==> src/rtl/cache_pkg.sv <==
package cache_pkg;
  typedef enum logic {
    CST_LOOKUP = 1'b0,
    CST_REFILL = 1'b1
  } cache_state_t;
endpackage

==> src/rtl/cache_way.sv <==
// One way: valid flags and tags in flops for a parallel compare,
// data in an array with registered read for block RAM inference.
module cache_way #(
  parameter int SETS   = 2,
  parameter int TAG_W  = 7,
  parameter int DATA_W = 16,
  localparam int SET_W = $clog2(SETS)
) (
  input  logic              clk,
  input  logic              rst,
  input  logic [SET_W-1:0]  lk_set,
  input  logic [TAG_W-1:0]  lk_tag,
  input  logic              rd_en,
  output logic              match,
  output logic              set_valid,
  output logic [DATA_W-1:0] rd_data,
  input  logic              wr_en,
  input  logic [SET_W-1:0]  wr_set,
  input  logic [TAG_W-1:0]  wr_tag,
  input  logic [DATA_W-1:0] wr_data
);
  logic [SETS-1:0]   valid_q;
  logic [TAG_W-1:0]  tag_q  [SETS];
  logic [DATA_W-1:0] data_mem [SETS];

  assign set_valid = valid_q[lk_set];
  assign match     = valid_q[lk_set] && (tag_q[lk_set] == lk_tag);

  always_ff @(posedge clk) begin
    if (rst) begin
      valid_q <= '0;
    end else if (wr_en) begin
      valid_q[wr_set] <= 1'b1;
    end
  end

  always_ff @(posedge clk) begin
    if (wr_en) begin
      tag_q[wr_set]    <= wr_tag;
      data_mem[wr_set] <= wr_data;
    end
  end

  always_ff @(posedge clk) begin
    if (rd_en) rd_data <= data_mem[lk_set];
  end
endmodule

==> src/rtl/lru_bits.sv <==
// One recency bit per set; the bit names the way to evict next.
module lru_bits #(
  parameter int SETS = 2,
  localparam int SET_W = $clog2(SETS)
) (
  input  logic             clk,
  input  logic             rst,
  input  logic [SET_W-1:0] rd_set,
  output logic             old_way,
  input  logic             upd_en,
  input  logic [SET_W-1:0] upd_set,
  input  logic             upd_way
);
  logic [SETS-1:0] lru_q;

  assign old_way = lru_q[rd_set];

  always_ff @(posedge clk) begin
    if (rst) begin
      lru_q <= '0;
    end else if (upd_en) begin
      lru_q[upd_set] <= ~upd_way;
    end
  end
endmodule

==> src/rtl/victim_pick.sv <==
// Invalid way first (lowest index), else the least recently used way.
module victim_pick (
  input  logic [1:0] way_valid,
  input  logic       old_way,
  output logic       victim
);
  always_comb begin
    if (!way_valid[0])      victim = 1'b0;
    else if (!way_valid[1]) victim = 1'b1;
    else                    victim = old_way;
  end
endmodule

==> src/rtl/setassoc_lru_cache.sv <==
module setassoc_lru_cache #(
  parameter int ADDR_W = 8,
  parameter int SETS   = 2,
  parameter int DATA_W = 16,
  localparam int WAYS  = 2,
  localparam int SET_W = $clog2(SETS),
  localparam int TAG_W = ADDR_W - SET_W
) (
  input  logic              clk,
  input  logic              rst,
  input  logic              req_valid,
  input  logic [ADDR_W-1:0] req_block,
  output logic              resp_valid,
  output logic              resp_hit,
  output logic              resp_way,
  output logic [DATA_W-1:0] resp_data,
  output logic              refill_req,
  output logic [ADDR_W-1:0] refill_block,
  input  logic              fill_valid,
  input  logic [DATA_W-1:0] fill_data
);
  import cache_pkg::*;

  cache_state_t state_q;

  logic [SET_W-1:0]  lk_set;
  logic [TAG_W-1:0]  lk_tag;
  logic              accept;
  logic              fill_take;
  logic [WAYS-1:0]   match;
  logic [WAYS-1:0]   way_valid;
  logic [DATA_W-1:0] rd_data [WAYS];
  logic              hit;
  logic              hit_way;
  logic              old_way;
  logic              victim;
  logic              pend_way;
  logic [SET_W-1:0]  pend_set;
  logic [TAG_W-1:0]  pend_tag;
  logic              lru_upd;
  logic [SET_W-1:0]  lru_set;
  logic              lru_way;

  assign lk_set    = req_block[SET_W-1:0];
  assign lk_tag    = req_block[ADDR_W-1:SET_W];
  assign accept    = req_valid && (state_q == CST_LOOKUP);
  assign fill_take = fill_valid && (state_q == CST_REFILL);
  assign hit       = |match;
  assign hit_way   = match[1];

  for (genvar w = 0; w < WAYS; w++) begin : g_way
    cache_way #(.SETS(SETS), .TAG_W(TAG_W), .DATA_W(DATA_W)) u_way (
      .clk      (clk),
      .rst      (rst),
      .lk_set   (lk_set),
      .lk_tag   (lk_tag),
      .rd_en    (accept),
      .match    (match[w]),
      .set_valid(way_valid[w]),
      .rd_data  (rd_data[w]),
      .wr_en    (fill_take && (pend_way == w[0])),
      .wr_set   (pend_set),
      .wr_tag   (pend_tag),
      .wr_data  (fill_data)
    );
  end

  victim_pick u_pick (
    .way_valid(way_valid),
    .old_way  (old_way),
    .victim   (victim)
  );

  // Hits and fills never coincide: a fill only happens in refill state.
  assign lru_upd = (accept && hit) || fill_take;
  assign lru_set = fill_take ? pend_set : lk_set;
  assign lru_way = fill_take ? pend_way : hit_way;

  lru_bits #(.SETS(SETS)) u_lru (
    .clk    (clk),
    .rst    (rst),
    .rd_set (lk_set),
    .old_way(old_way),
    .upd_en (lru_upd),
    .upd_set(lru_set),
    .upd_way(lru_way)
  );

  always_ff @(posedge clk) begin
    if (rst) begin
      state_q      <= CST_LOOKUP;
      resp_valid   <= 1'b0;
      resp_hit     <= 1'b0;
      resp_way     <= 1'b0;
      refill_req   <= 1'b0;
      refill_block <= '0;
      pend_way     <= 1'b0;
      pend_set     <= '0;
      pend_tag     <= '0;
    end else begin
      resp_valid <= accept;
      if (accept) begin
        resp_hit <= hit;
        resp_way <= hit ? hit_way : victim;
        if (!hit) begin
          state_q      <= CST_REFILL;
          refill_req   <= 1'b1;
          refill_block <= req_block;
          pend_way     <= victim;
          pend_set     <= lk_set;
          pend_tag     <= lk_tag;
        end
      end else if (fill_take) begin
        state_q    <= CST_LOOKUP;
        refill_req <= 1'b0;
      end
    end
  end

  assign resp_data = resp_way ? rd_data[1] : rd_data[0];
endmodule

==> config.mk <==
export PLATFORM = sky130hd
export DESIGN_NAME = setassoc_lru_cache
export DESIGN_NICKNAME = d
export VERILOG_FILES = /design/src/rtl/cache_pkg.sv /design/src/rtl/cache_way.sv /design/src/rtl/lru_bits.sv /design/src/rtl/victim_pick.sv /design/src/rtl/setassoc_lru_cache.sv
export SDC_FILE = /design/constraint.sdc
export NUM_CORES = 1
export LEC_CHECK = 0
export BUFFER_PORTS_ARGS = -buffer_cell sky130_fd_sc_hd__buf_2
export CAP_MARGIN = 25
export CELL_PAD_IN_SITES_DETAIL_PLACEMENT = 0
export CELL_PAD_IN_SITES_GLOBAL_PLACEMENT = 1
export CORE_AREA = 2 2 113 115
export CTS_CLUSTER_SIZE = 25
export DETAILED_ROUTE_END_ITERATION = 8
export DIE_AREA = 0 0 115 117
export PLACE_DENSITY = 0.84
export SLEW_MARGIN = 20
export SYNTH_ARGS = -nofsm -noshare
export SYNTH_HDL_FRONTEND = slang
export SYNTH_SLANG_ARGS = --single-unit
==> constraint.sdc <==
create_clock -name clk -period 2.71 [get_ports clk]
set_input_delay 0.271 -clock clk [delete_from_list [all_inputs] [get_ports clk]]
set_output_delay 0.271 -clock clk [all_outputs]
set_load 0.01 [all_outputs]
* Word level (Yosys, flattened, before mapping) *
Memory sizes are Yosys's and may differ from the RTL's. A register that Yosys moved wholly into a read port is not among the register bits.
Index checks and enable logic that the tools add are counted.

cells by class
  $lt $le $gt $ge = 5
  eq/ne operators = 3
  multiplexer cells = 24
  bitwise gates (word level) = 6
  reduce and logical (&&, ||, !) cells = 14

operators by type and width
  cell                                                                  number
  1-bit 2-to-1 mux                                                      20
  16-bit 2-to-1 mux                                                     1
  7-bit equality test                                                   2
  1-bit logical AND                                                     9
  1-bit by 2-bit < comparator with 1-bit output, second input constant  3
  1-bit inverter                                                        4
  2-bit OR                                                              2
  2-bit AND reduction                                                   2
  2-bit bitwise mux                                                     1
  1-bit demux with 1-bit select                                         2
  1-bit >= comparator, second input constant                            2
  2-bit inequality test, second input constant                          1
  2-bit nonzero test                                                    1
  2-bit OR reduction                                                    1
  1-bit logical OR                                                      1

storage, ports and cells
  flip-flop bits (word level) = 27
  memory bits (writable) = 92
  bits of input ports = 28
  output and inout bits = 28
  word-level logic and storage cells = 67
  memories = 4

memories
  memory                   words  bits a word  read ports  clocked after memory_dff  write ports  line             RTL
  g_way[0].u_way.data_mem  2      16           1           1                         1            cache_way.sv:24  logic [DATA_W-1:0] data_mem [SETS];
  g_way[1].u_way.data_mem  2      16           1           1                         1            cache_way.sv:24
  g_way[0].u_way.tag_q     2      7            1           0                         1            cache_way.sv:23  logic [TAG_W-1:0] tag_q [SETS];
  g_way[1].u_way.tag_q     2      7            1           0                         1            cache_way.sv:23

* Depth between registers and ports, before layout *
  word-level depth = 7
  depth in mapped cells = 11
  mapped depth without buffers = 7

* Cells and area by module *
A second synthesis with hierarchy kept.

unflattened totals
  cell total of the unflattened synthesis = 311
  area, all modules = 5452.7 um2

by module, submodules not included
  module              times used  cells an instance  area each (um2)  sequential area each (um2)
  cache_way           2           109                2309.7           1901.8
  setassoc_lru_cache  1           81                 728.2            260.2
  lru_bits            1           10                 93.8             40.0
  victim_pick         1           2                  11.3             0.0

* Least setup slack after synthesis *
No wires, ideal clock.

  path type = register to register
  start = register state_q
  end = memory g_way[1].u_way.data_mem[0][0], enable pin
  setup time = 434 ps
  arrival time = 2203 ps
  data required time = 2276 ps
  path slack = 73 ps
  cell stages (with the launch flop) = 3
  path buffers = 0
  period minus slack after synthesis = 2637 ps
  path through = dfxtp_1 -> nand2_1 -> nor3_1

between the ends
  cells in the longest elaborated chain, start to end = 4

RTL lines
  element                                 line                       RTL
  start: declaration                      setassoc_lru_cache.sv:24   cache_state_t state_q;
  start signal: assignment                setassoc_lru_cache.sv:91   state_q <= CST_LOOKUP;
  start signal: assignment                setassoc_lru_cache.sv:106  state_q <= CST_REFILL;
  start signal: assignment                setassoc_lru_cache.sv:114  state_q <= CST_LOOKUP;
  1-bit logical AND                       setassoc_lru_cache.sv:47   assign fill_take = fill_valid && (state_q == CST_REFILL);
  1-bit logical AND                       setassoc_lru_cache.sv:61   .wr_en (fill_take && (pend_way == w[0])),
  1-bit 2-to-1 mux                        cache_way.sv:38            if (wr_en) begin
  1-bit 2-to-1 mux (implied by the code)  cache_way.sv:40            data_mem[wr_set] <= wr_data;
  end: declaration                        cache_way.sv:24

Every way passes these cells.

* Worst setup path after layout *
  start = memory g_way[0].u_way.tag_q[1][5]
  end = register refill_block[5]

between the ends
  cells in the longest elaborated chain, start to end = 6

RTL lines
  element                               line                       RTL
  start: declaration                    cache_way.sv:23
  memory read 2 x 7 bit                 -
  7-bit equality test                   cache_way.sv:27            assign match = valid_q[lk_set] && (tag_q[lk_set] == lk_tag);
  1-bit logical AND                     cache_way.sv:27
  2-bit OR reduction                    setassoc_lru_cache.sv:48   assign hit = |match;
  1-bit inverter (no source line)       -
  2-bit AND reduction (no source line)  -
  end signal: assignment                setassoc_lru_cache.sv:108  refill_block <= req_block;
  end: declaration                      setassoc_lru_cache.sv:18   output logic [ADDR_W-1:0] refill_block,

Every way passes these cells.
A chain may end at the register's enable or synchronous reset.

==> reports/summary.txt <==
outcome - finished clean
CTS Buffer Depth - 2
Seq/Total Area, Yosys - 0.761
Hold Vio Cnt, Final - 0
Metal-1 WL - 3880 microns
area leader, netlist - edfxtp_1
crit path kind - flop to flop
FMAX - 437 MHz
vias - 2696
floorplan core area - 12300 sq um
remaining antenna violation count - 0
maxcap violations - 0
I/O pin total - 56
GPL Wtd Cong - 0.735
drt wl/cell - 17.2 microns
die width - 115 microns
startpoint types - flop
P per Cell Area - 771 nW/um^2
Synth-to-Final Area Change - 20.2%
share of cells above drive strength 1 - 0.395
Final period util - 0.844
cell count of the worst reg-to-reg path - 7
Fin Setup TNS - 0 ns
met3 wire len - 382 microns
clock skew - 0.00748 ns
total die area - 13500 sq um
top sig layer - met4
top post-synthesis cells by area - edfxtp_1 69%, mux2_2 10%, dfxtp_1 7.1%
total iterations of the first detailed-routing run - 4
post-synth cell types - 29
critical path, cell by cell - mux2i_1 > xnor2_1 > a2111oi_0 > and4_1 > nor3_2 > mux2i_1 > nor2_1
Final Slew Violations - 0
static leakage - 0.00234 uW
hold buffers post-CTS - 0
VDD IR max - 604 uV
minimum clock period - 2.29 ns
CP Data Required Time - 3.00 ns
Final setup viols - 0
row count - 41
clock-pin slew on the worst setup and hold paths - 0.06 ns
Total GRT Usage - 0.150
crit-path max FO - 12
GRT Residual Overflow - 0
Via density - 5.02
Setup WS pre-CTS - 0.00227 ns
Critical-path top delay cell - nor3_2
synth warn - 0
total CTS buffers - 17
initial antenna violation count - 0
Hold Path Class - input port to flop
wire length on met2 - 4860 microns
post-CTS sizing - 0
largest net degree at the start of global routing - 33
Die H - 117 microns
Worst Hold Depth - 1
RSZ-0062 raised after global routing - no
Total Routed Length - 9220 microns
H-tree depth - 4
drt drc - 0
Worst-Margin Slew - 1.03 ns
Root Driver - clkbuf_16
vias in the first global route - 2823
Sink Count - 143
Setup crit end kind - flop
Syn Inst Count - 300
share of the synthesized area in the top cell type - 0.690
mapped cell area - 5390 sq um
setup ws final - 0.422 ns
initial core utilization - 0.438
HPWL after DPL - 5850 microns
crit path DAT - 2.58 ns
Synth Register Bits - 143
Syn Area/Cell - 18.0 sq um
Port Buffers - 55
clk_lat worst skew - 0.41 ns
Worst slew margin - 0.309
global-route wire length before repair - 14500 microns
most frequent CP cell - mux2i_1
ant diodes - 0
setup bufs post-CTS - 0
Initial DRC Count - 129
Largest stage delay, worst path - 0.82 ns
Layout fillers - 1011
nets - 403
syn_nets - 328
CTS tree - done
## cell type report
| type | count | area (sq um) | share of cell area |
|---|---|---|---|
| multi-input cells | 138 | 1200 | 0.185 |
| clock inverters | 14 | 168 | 0.0259 |
| repair buffers | 68 | 373 | 0.0575 |
| well taps | 150 | 188 | 0.0290 |
| clock buffers | 17 | 425 | 0.0656 |
| flip-flops and latches | 143 | 4100 | 0.633 |
| inverters | 7 | 26.3 | 0.00405 |
## per-stage QoR
step,power [uW],util,area (sq um),hold WS [ns],cells
6_report,5000,0.527,6480,0.0771,537
5_1_grt,5170,0.527,6480,0.0525,537
4_1_cts,5050,0.527,6480,0.0558,537
3_5_place_dp,2760,0.478,5890,0.476,506
3_3_place_gp,2750,0.478,5890,0.468,506
2_1_floorplan,2660,-,5390,0.370,300
## worst paths after layout
path / start / to / slack, ns
max: g_way[0].u_way.tag_q[1][5] / refill_block[5] / 0.42
min: fill_data[9] / g_way[1].u_way.data_mem[1][9] / 0.08
max reg2reg: g_way[0].u_way.tag_q[1][5] / refill_block[5] / 0.42
min reg2reg: u_lru.lru_q[1] / u_lru.lru_q[1] / 0.48
## kinds of logic (layout without fill, tap and decap cells)
kind of cell	after synthesis	in the layout	synth area share
flops	143	143	0.761
mux	70	70	0.141
simple gates	39	39	0.0362
buf+inv	19	106	0.0195
xor+xnor	16	16	0.0260
compound gates	13	13	0.0162
## critical path: cells and delay by family (launching register included)
kind	cells	cell delay [ns]
AND/OR/NAND/NOR	3	1.10
multiplexers	2	0.49
flip-flops	1	0.36
XOR/XNOR	1	0.13
AO/OA/AOI/OAI	1	0.07
## cells in the final DEF, fill, tap and decap left out, drive strengths merged
cell type / instances
o21ai: 3
mux2: 48
nand2b: 4
o21a: 1
clkbuf: 17
xnor2: 8
nand3: 3
inv: 9
dfxtp: 19
o22ai: 1
o32ai: 1
o21ba: 1
clkinv: 8
xor2: 8
bufinv: 3
nand2: 6
a21oi: 2
nor3: 4
edfxtp: 124
buf: 68
clkinvlp: 1
mux2i: 22
nor4: 1
o211ai: 2
and4: 1
nand4: 1
a31oi: 1
nor2: 19
a2111oi: 1
## cells in the mapped netlist, drive strengths merged
library cell / count
a2111oi: 1
a21oi: 2
a31oi: 1
and4: 1
buf: 5
clkbuf: 7
dfxtp: 19
edfxtp: 124
inv: 7
mux2: 48
mux2i: 22
nand2: 6
nand2b: 4
nand3: 3
nand4: 1
nor2: 19
nor3: 4
nor4: 1
o211ai: 2
o21a: 1
o21ai: 3
o21ba: 1
o22ai: 1
o32ai: 1
xnor2: 8
xor2: 8
## flip-flops by register name, summed over array words and instances (netlist names)
register,count
g_way.u_way.tag_q,28
g_way.u_way.valid_q,4
resp_valid,1
g_way.u_way.data_mem,64
resp_hit,1
refill_block,8
pend_way,1
u_lru.lru_q,2
state_q,1
g_way.u_way.rd_data,32
resp_way,1
## routing by layer
layer,vias to the layer above,GRT usage
li1,1289,-
met1,1342,0.171
met2,57,0.253
met3,8,0.0587
met4,0,0.0635
met5,-,0
## power breakdown
part | internal (uW) | leakage, uW | switching [uW]
logic | 101 | 0.000750 | 130
clock network | 1440 | 0.000292 | 849
registers | 2450 | 0.00130 | 23.8
total | 4000 | 0.00234 | 1000
Note: power is estimated with default switching activity, not from simulation.
